--- src/rtl/pfq_pkg.sv ---
package pfq_pkg;
  localparam int unsigned ADDR_W = 32;
  localparam int unsigned DATA_W = 16;

  typedef struct packed {
    logic              fault;
    logic [ADDR_W-1:0] addr;
    logic [DATA_W-1:0] data;
  } pfq_entry_t;
endpackage

--- src/rtl/pfq_fifo.sv ---
module pfq_fifo
  import pfq_pkg::*;
#(
  parameter int unsigned DEPTH = 3
) (
  input  logic       clk_i,
  input  logic       rst_ni,
  input  logic       clear_i,
  input  logic       push_i,
  input  pfq_entry_t entry_i,
  input  logic       pop_i,
  output pfq_entry_t head_o,
  output logic       head_valid_o,
  output logic       full_o
);
  localparam int unsigned PW = (DEPTH > 1) ? $clog2(DEPTH) : 1;
  localparam int unsigned CW = $clog2(DEPTH + 1);

  pfq_entry_t          mem_q [DEPTH];
  logic [PW-1:0]       rd_q, wr_q;
  logic [CW-1:0]       cnt_q;

  function automatic logic [PW-1:0] ptr_next(input logic [PW-1:0] p);
    return (p == PW'(DEPTH - 1)) ? '0 : p + PW'(1);
  endfunction

  for (genvar g = 0; g < DEPTH; g++) begin : g_slot
    always_ff @(posedge clk_i) begin
      if (push_i && !clear_i && wr_q == PW'(g)) mem_q[g] <= entry_i;
    end
  end

  always_ff @(posedge clk_i or negedge rst_ni) begin
    if (!rst_ni) begin
      rd_q  <= '0;
      wr_q  <= '0;
      cnt_q <= '0;
    end else if (clear_i) begin
      rd_q  <= '0;
      wr_q  <= '0;
      cnt_q <= '0;
    end else begin
      if (push_i) wr_q <= ptr_next(wr_q);
      if (pop_i)  rd_q <= ptr_next(rd_q);
      cnt_q <= cnt_q + CW'(push_i) - CW'(pop_i);
    end
  end

  assign head_o       = mem_q[rd_q];
  assign head_valid_o = (cnt_q != '0);
  assign full_o       = (cnt_q == CW'(DEPTH));
endmodule

--- src/rtl/pfq_fetch.sv ---
module pfq_fetch
  import pfq_pkg::*;
#(
  parameter logic [ADDR_W-1:0] RESET_ADDR = 32'h100,
  parameter int unsigned       ADDR_STEP  = 2
) (
  input  logic              clk_i,
  input  logic              rst_ni,
  input  logic              flush_i,
  input  logic [ADDR_W-1:0] flush_target_i,
  input  logic              full_i,
  input  logic              fault_clr_i,
  output logic              req_o,
  output logic [ADDR_W-1:0] addr_o,
  input  logic              done_i,
  input  logic              err_i,
  input  logic [DATA_W-1:0] data_i,
  output logic              push_o,
  output pfq_entry_t        entry_o
);
  logic [ADDR_W-1:0] pc_q, req_addr_q;
  logic              busy_q, stale_q, fault_q;
  logic              accept;

  assign req_o   = !busy_q && !full_i && !fault_q && !flush_i;
  assign addr_o  = pc_q;
  assign accept  = busy_q && done_i && !stale_q && !flush_i;
  assign push_o  = accept;
  assign entry_o = '{fault: err_i, addr: req_addr_q, data: data_i};

  always_ff @(posedge clk_i or negedge rst_ni) begin
    if (!rst_ni) begin
      pc_q       <= RESET_ADDR;
      req_addr_q <= '0;
      busy_q     <= 1'b0;
      stale_q    <= 1'b0;
      fault_q    <= 1'b0;
    end else if (flush_i) begin
      pc_q    <= flush_target_i;
      fault_q <= 1'b0;
      // an in-flight response still has to drain; mark it for dropping
      busy_q  <= busy_q && !done_i;
      stale_q <= busy_q && !done_i;
    end else begin
      if (req_o) begin
        busy_q     <= 1'b1;
        req_addr_q <= pc_q;
        pc_q       <= pc_q + ADDR_W'(ADDR_STEP);
      end
      if (busy_q && done_i) begin
        busy_q  <= 1'b0;
        stale_q <= 1'b0;
      end
      if (accept && err_i)  fault_q <= 1'b1;
      else if (fault_clr_i) fault_q <= 1'b0;
    end
  end
endmodule

--- src/rtl/pfq_core.sv ---
module pfq_core
  import pfq_pkg::*;
#(
  parameter int unsigned       DEPTH      = 3,
  parameter logic [ADDR_W-1:0] RESET_ADDR = 32'h100,
  parameter int unsigned       ADDR_STEP  = 2
) (
  input  logic              clk_i,
  input  logic              rst_ni,
  output logic              fetch_req_o,
  output logic [ADDR_W-1:0] fetch_addr_o,
  input  logic              fetch_done_i,
  input  logic              fetch_err_i,
  input  logic [DATA_W-1:0] fetch_data_i,
  output logic              insn_valid_o,
  input  logic              insn_ready_i,
  output logic [DATA_W-1:0] insn_data_o,
  output logic [ADDR_W-1:0] insn_addr_o,
  output logic              berr_req_o,
  output logic [ADDR_W-1:0] berr_addr_o,
  input  logic              flush_i,
  input  logic [ADDR_W-1:0] flush_target_i
);
  pfq_entry_t head, wr_entry;
  logic       head_valid, full, push, pop;

  pfq_fetch #(
    .RESET_ADDR(RESET_ADDR),
    .ADDR_STEP (ADDR_STEP)
  ) i_fetch (
    .clk_i         (clk_i),
    .rst_ni        (rst_ni),
    .flush_i       (flush_i),
    .flush_target_i(flush_target_i),
    .full_i        (full),
    .fault_clr_i   (berr_req_o),
    .req_o         (fetch_req_o),
    .addr_o        (fetch_addr_o),
    .done_i        (fetch_done_i),
    .err_i         (fetch_err_i),
    .data_i        (fetch_data_i),
    .push_o        (push),
    .entry_o       (wr_entry)
  );

  pfq_fifo #(.DEPTH(DEPTH)) i_fifo (
    .clk_i       (clk_i),
    .rst_ni      (rst_ni),
    .clear_i     (flush_i),
    .push_i      (push),
    .entry_i     (wr_entry),
    .pop_i       (pop),
    .head_o      (head),
    .head_valid_o(head_valid),
    .full_o      (full)
  );

  // flush wins over delivery and over the deferred fault
  assign insn_valid_o = head_valid && !head.fault && !flush_i;
  assign berr_req_o   = head_valid && head.fault && insn_ready_i && !flush_i;
  assign pop          = (insn_valid_o && insn_ready_i) || berr_req_o;
  assign insn_data_o  = head.data;
  assign insn_addr_o  = head.addr;
  assign berr_addr_o  = head.addr;
endmodule

--- config.mk ---
export PLATFORM = sky130hd
export DESIGN_NAME = pfq_core
export DESIGN_NICKNAME = d
export VERILOG_FILES = /design/src/rtl/pfq_pkg.sv /design/src/rtl/pfq_fifo.sv /design/src/rtl/pfq_fetch.sv /design/src/rtl/pfq_core.sv
export SDC_FILE = /design/constraint.sdc
export NUM_CORES = 1
export LEC_CHECK = 0
export CORE_UTILIZATION = 52
export DETAILED_ROUTE_END_ITERATION = 7
export PLACE_DENSITY_LB_ADDON = 0.15
export REMOVE_ABC_BUFFERS = 1
export SLEW_MARGIN = 20
export SYNTH_ARGS = -nofsm -noshare
export SYNTH_HDL_FRONTEND = slang
export SYNTH_SLANG_ARGS = --single-unit
--- constraint.sdc ---
create_clock -name clk_i -period 6.8 [get_ports clk_i]
set_clock_uncertainty 0.1 [all_clocks]
set_input_delay 1.02 -clock clk_i [delete_from_list [all_inputs] [get_ports clk_i]]
set_output_delay 1.02 -clock clk_i [all_outputs]
set_load 0.005 [all_outputs]
==> Word level (Yosys, flattened, before mapping) <==
Memories as Yosys holds them, arrays and structs flattened.
Cells that the tools add are included.
{ "classes": {"n_addsub": 5, "n_reduce_logical": 37, "eq_ne": 4, "mux": 29, "n_bitwise": 1} }
{ "op_table": {"columns": ["cell", "count"], "rows": [
  ["$mux W49", 2],
  ["$reduce_or A49 Y1", 2],
  ["$mux W32", 2],
  ["$add A32 B2 Y32 const B", 1],
  ["$logic_and A1 B1 Y1", 18],
  ["$mux W2", 9],
  ["$mux W1", 16],
  ["$reduce_bool A2 Y1", 5],
  ["$logic_not A1 Y1", 7],
  ["$eq A2 B2 Y1 const B", 3],
  ["$reduce_bool A3 Y1", 2],
  ["$add A2 B1 Y2 const B", 2],
  ["$add A2 B1 Y2", 1],
  ["$eq A2 B1 Y1 const B", 1],
  ["$logic_not A2 Y1", 1],
  ["$reduce_and A2 Y1", 1],
  ["$sub A2 B1 Y2", 1],
  ["$logic_or A1 B1 Y1", 1],
  ["$not A1 Y1", 1]
]} }
{ "totals": {"memories": 1, "output_inout_bits": 115, "ramBits": 147, "word_cells": 85, "register_bits": 73} }
{ "memory_table": {"columns": ["memory", "words", "word_bits", "read_ports", "rd_clocked_by_memory_dff", "write_ports", "line", "source"], "rows": [
  ["i_fifo.mem_q", 3, 49, 1, 0, 1, "pfq_fifo.sv:19", "pfq_entry_t mem_q [DEPTH];"]
]} }

==> Logic depth before layout (Yosys ltp) <==
{ "logic_depth": {"word_depth": 10, "ltp_mapped": 8, "mapped_depth_nobuf": 7} }

==> Hierarchy <==
Synthesis repeated with hierarchy kept, for this count alone.
{ "hier_totals": {"cells_unflattened": 679, "area_unflattened_um2": 9386.5} }
{ "modules_own_cells": {"columns": ["mod", "n_inst", "cells_each", "area_per_inst_um2", "seq_area_each_um2"], "rows": [
  ["pfq_fifo", 1, 342, 5784.3, 4564.4],
  ["pfq_fetch", 1, 302, 3334.4, 1677.9],
  ["pfq_core", 1, 35, 267.8, 0.0]
]} }

==> Worst setup path after synthesis <==
Ideal clock, no wire load.
{ "synth_timing": {"path_type": "input to register", "from": "input flush_i", "to": "memory i_fifo.mem_q[1][0] in the netlist's numbering (enable)", "setup_slack_ps": 922, "path_buffers": 1, "arrival_time_ps": 5251, "path_stages": 3, "required_time_ps": 6174, "path_cell_list": "clkbuf_1 -> or3_1 -> nor3b_1"} }
{ "synth_via": {"elab_chain_cells": 9, "elab_cells_between_ends": 18, "classes_between": "mux: 10; reduce/logical: 8"} }
{ "synth_rtl": {"columns": ["element", "line", "source"], "rows": [
  ["start, declared", "pfq_core.sv:21", "input logic flush_i,"],
  ["$logic_not A1 Y1 (*)", "pfq_fifo.sv:29, pfq_fetch.sv:27", null],
  ["$logic_and A1 B1 Y1", "pfq_fetch.sv:27", "assign accept = busy_q && done_i && !stale_q && !flush_i;"],
  ["$logic_and A1 B1 Y1 (*)", "pfq_fifo.sv:29", "if (push_i && !clear_i && wr_q == PW'(g)) mem_q[g] <= entry_i;"],
  ["$logic_and A1 B1 Y1", "pfq_fifo.sv:29", null],
  ["$mux W1", "pfq_fifo.sv:29", null],
  ["$mux W1 (not written as such)", "pfq_fifo.sv:29", null],
  ["$reduce_or A49 Y1 (no source line)", null, null],
  ["$mux W2 (no source line) / $mux W1 (equally long branches) (2 in a row)", null, null],
  ["end, declared", "pfq_fifo.sv:19", null]
]} }
Every way passes the cells marked *; elsewhere a longest branch is shown, timed or not.

==> Worst setup path in the final report <==
{ "layout_timing": {"from": "input flush_i", "to": "output fetch_req_o"} }
{ "layout_via": {"elab_chain_cells": 2} }
{ "layout_rtl": {"columns": ["element", "line", "source"], "rows": [
  ["$logic_not A1 Y1", "pfq_fetch.sv:25", "assign req_o = !busy_q && !full_i && !fault_q && !flush_i;"],
  ["$logic_and A1 B1 Y1", "pfq_fetch.sv:25", null],
  ["end, declared", "pfq_core.sv:10", "output logic fetch_req_o,"]
]} }
Every way passes these cells.

==> summary.md <==
| Metric | Value |
|---|---|
| WP data arrival | 3050 ps |
| Placer congestion estimate | 0.752 |
| RSZ-0062 raised after global routing | no |
| Synth Area in XOR/XNOR | 2.89% |
| Max H-tree Level | 1 |
| CTS clk-pin slew, worst paths | 60 ps |
| Main combinational cell family by area after synthesis | multiplexers |
| CTS tree | built |
| Prevailing post-synth register cell | edfxtp_1 |
| Async SR Flop Fraction | 33.2% |
| Clock sinks | 220 |
| Die Wd | 134 um |
| DRC errors left | 0 |
| Leak pwr | 3.96 nW |
| Ports | 169 |
| Post-synth cell types | 38 |
| Largest net degree at the start of global routing | 77 |
| Yosys reg bits | 220 |
| Clock tree buffer depth | 3 |
| Final worst path period need | 4170 ps |
| First-pass GRT wire length | 28900 um |
| EDFF count, synth | 147 |
| Critical path required time | 5680 ps |
| Final setup viols | 0 |
| Vias/cell | 5.38 |
| DR WL/cell | 18.0 um |
| Commonest non-fill, non-tap cells in the layout | clkdlybuf4s50_1 (166), edfxtp_1 (147), nand2_1 (90) |
| Die area | 0.0180 sq mm |
| Layout cells sized above 1 | 10.6% |
| Post-synthesis adder-cell area fraction | 0.413% |
| CTS Buf Count | 22 |
| Grt met1 use | 26.9% |
| Final worst path period share | 61.3% |
| Hold Buf Count CTS | 0 |
| Post-Synth Simple-Gate Area | 8.52% |
| ANT nets after route | 0 |
| Crit end category | output pin |
| Antenna diodes | 0 |
| Max-cap violations | 0 |
| Root Driver | clkbuf_16 |
| Cells after synthesis | 658 |
| Area grow syn2layout | 25.9% |
| Met3 Track Usage GR | 2.83% |
| Number of global-route vias before repair | 5512 |
| FF-to-FF setup slack | 4460 ps |
| Post-Syn Area | 0.00908 sq mm |
| Crit start category | input port |
| Tightest Pin Transition | 1050 ps |
| PD cells | 288 mW/mm^2 |
| Vias post-DR | 5540 |
| Post_cts resized | 0 |
| Worst hold slack | 384 ps |
| Peak supply drop | 218 uV |
| Crit Path Category | in -> out |
| Met2 usage | 37.2% |
| Multiplexer share of the synthesized area | 9.83% |
| Initial DRC count | 341 |
| Commonest non-fill, non-tap cell in the layout | clkdlybuf4s50_1 |
| Final Hold Fails | 0 |
| Number of buffers added on ports | 168 |
| Initial Util | 54.0% |
| Most used routing layer | met2 |
| Setup Total Neg Slack | 0 ps |
| First-pass detailed-route iteration total | 4 |
| GRT overflow | 0 |
| Gr usage total | 20.8% |
| Run status | finished clean |
| Die H | 134 um |
| Core ar. | 0.0168 sq mm |
| Worst Hold Class | reg -> reg |
| Compound-cell area share of the yosys netlist | 5.29% |
| Final net count | 851 |
| Syn avg cell area | 13.8 sq um |
| Routed WL | 18500 um |
| Slew Viols, Final | 0 |
| Fmax | 240 MHz |
| Initial antenna violation count | 0 |
| Post-CTS Setup Bufs | 0 |
| CP max FO | 76 |
| Rel. slew slack | 29.5% |
| Sequential share of the synthesized area | 68.7% |
| Yosys warnings | 0 |
| Row count | 47 |
| Dpl hpwl | 11800 um |
| Clock latency on the worst-skew pair | 490 ps |
[layer usage]
metal,vias to the layer above,share of wire (%)
met5,-,0
met4,0,1.5
met1,2736,41
met3,21,5.4
met2,159,52
li1,2624,-
[final timing paths]
path                                             start                      to  depth (start not counted)
worst min register to register  i_fetch.req_addr_q[11]     i_fifo.mem_q[2][27]                          0
worst min-delay path            i_fetch.req_addr_q[11]     i_fifo.mem_q[2][27]                          0
worst max-delay path                           flush_i             fetch_req_o                          4
worst max register to register          i_fifo.rd_q[1]         i_fetch.fault_q                          5
min in group asynchronous                       rst_ni  i_fetch.req_addr_q[15]                          1
max in group asynchronous                       rst_ni          i_fifo.rd_q[0]                          1
[cell type report]
type,count,area (sq um)
Sequential cell,220,6250
Clock inverter,6,51.3
Timing Repair Buffer,176,1730
Fill cell,1219,5380
Tap cell,220,275
Multi-Input combinational cell,367,2470
Clock buffer,33,633
Inverter,7,26.3
[power breakdown]
part	internal (W)	switching, W	total [W]
Combinational	0.000264	0.000158	0.000422
Clock	0.000678	0.000460	0.00114
Sequential	0.00161	0.000126	0.00173
[critical path, stage by stage]
cell	delay [ps]
buf_2	90
buf_4	330
nor2_4	910
clkdlybuf4s50_1	660
[cells by family after synthesis]
group / count (synthesis)
buffers and inverters: 71
DFF: 220
muxes: 85
adders and majority gates: 3
AOI/OAI and AO/OA: 92
and+or+nand+nor: 157
xor gates and xnor gates: 30
[through the flow]
step           instances  power [W]  utilization, %  instance area, sq um  worst slack (ps)
6_report            1029    0.00329            68.0                 11400              2630
5_1_grt             1029    0.00343            68.0                 11400              2410
4_1_cts             1029    0.00333            68.0                 11400              2570
3_5_place_dp         990    0.00219            63.9                 10800              2580
3_3_place_gp         990    0.00216            63.9                 10800              2600
2_1_floorplan        594    0.00192               -                  8720              1060
[flip-flops by register name (all words and copies together) (netlist names)]
register / cells
i_fifo.mem_q: 147
i_fetch.req_addr_q: 32
i_fetch.busy_q: 1
i_fifo.wr_q: 2
i_fetch.stale_q: 1
i_fifo.rd_q: 2
i_fetch.fault_q: 1
i_fifo.cnt_q: 2
i_fetch.addr_o: 32
[cell usage after synthesis, drive strengths merged (2+ instances only)]
cell type | instances | area (sq um)
nor2 | 7 | 26.3
nor2b | 2 | 12.5
and2 | 6 | 37.5
and3 | 5 | 31.3
nor3b | 4 | 30.0
nor3 | 6 | 30.0
mux2 | 34 | 383
ha | 3 | 37.5
mux2i | 51 | 510
xor2 | 17 | 149
and4 | 6 | 52.6
clkbuf | 22 | 82.6
xnor2 | 13 | 114
o21ai | 82 | 410
edfxtp | 147 | 4410
nand4 | 8 | 50.1
nand3 | 11 | 55.1
a21oi | 5 | 25.0
dfrtp | 72 | 1800
buf | 42 | 285
nand2 | 90 | 338
inv | 7 | 26.3
nor4 | 7 | 75.1
Note: power is estimated with default switching activity, not from simulation.
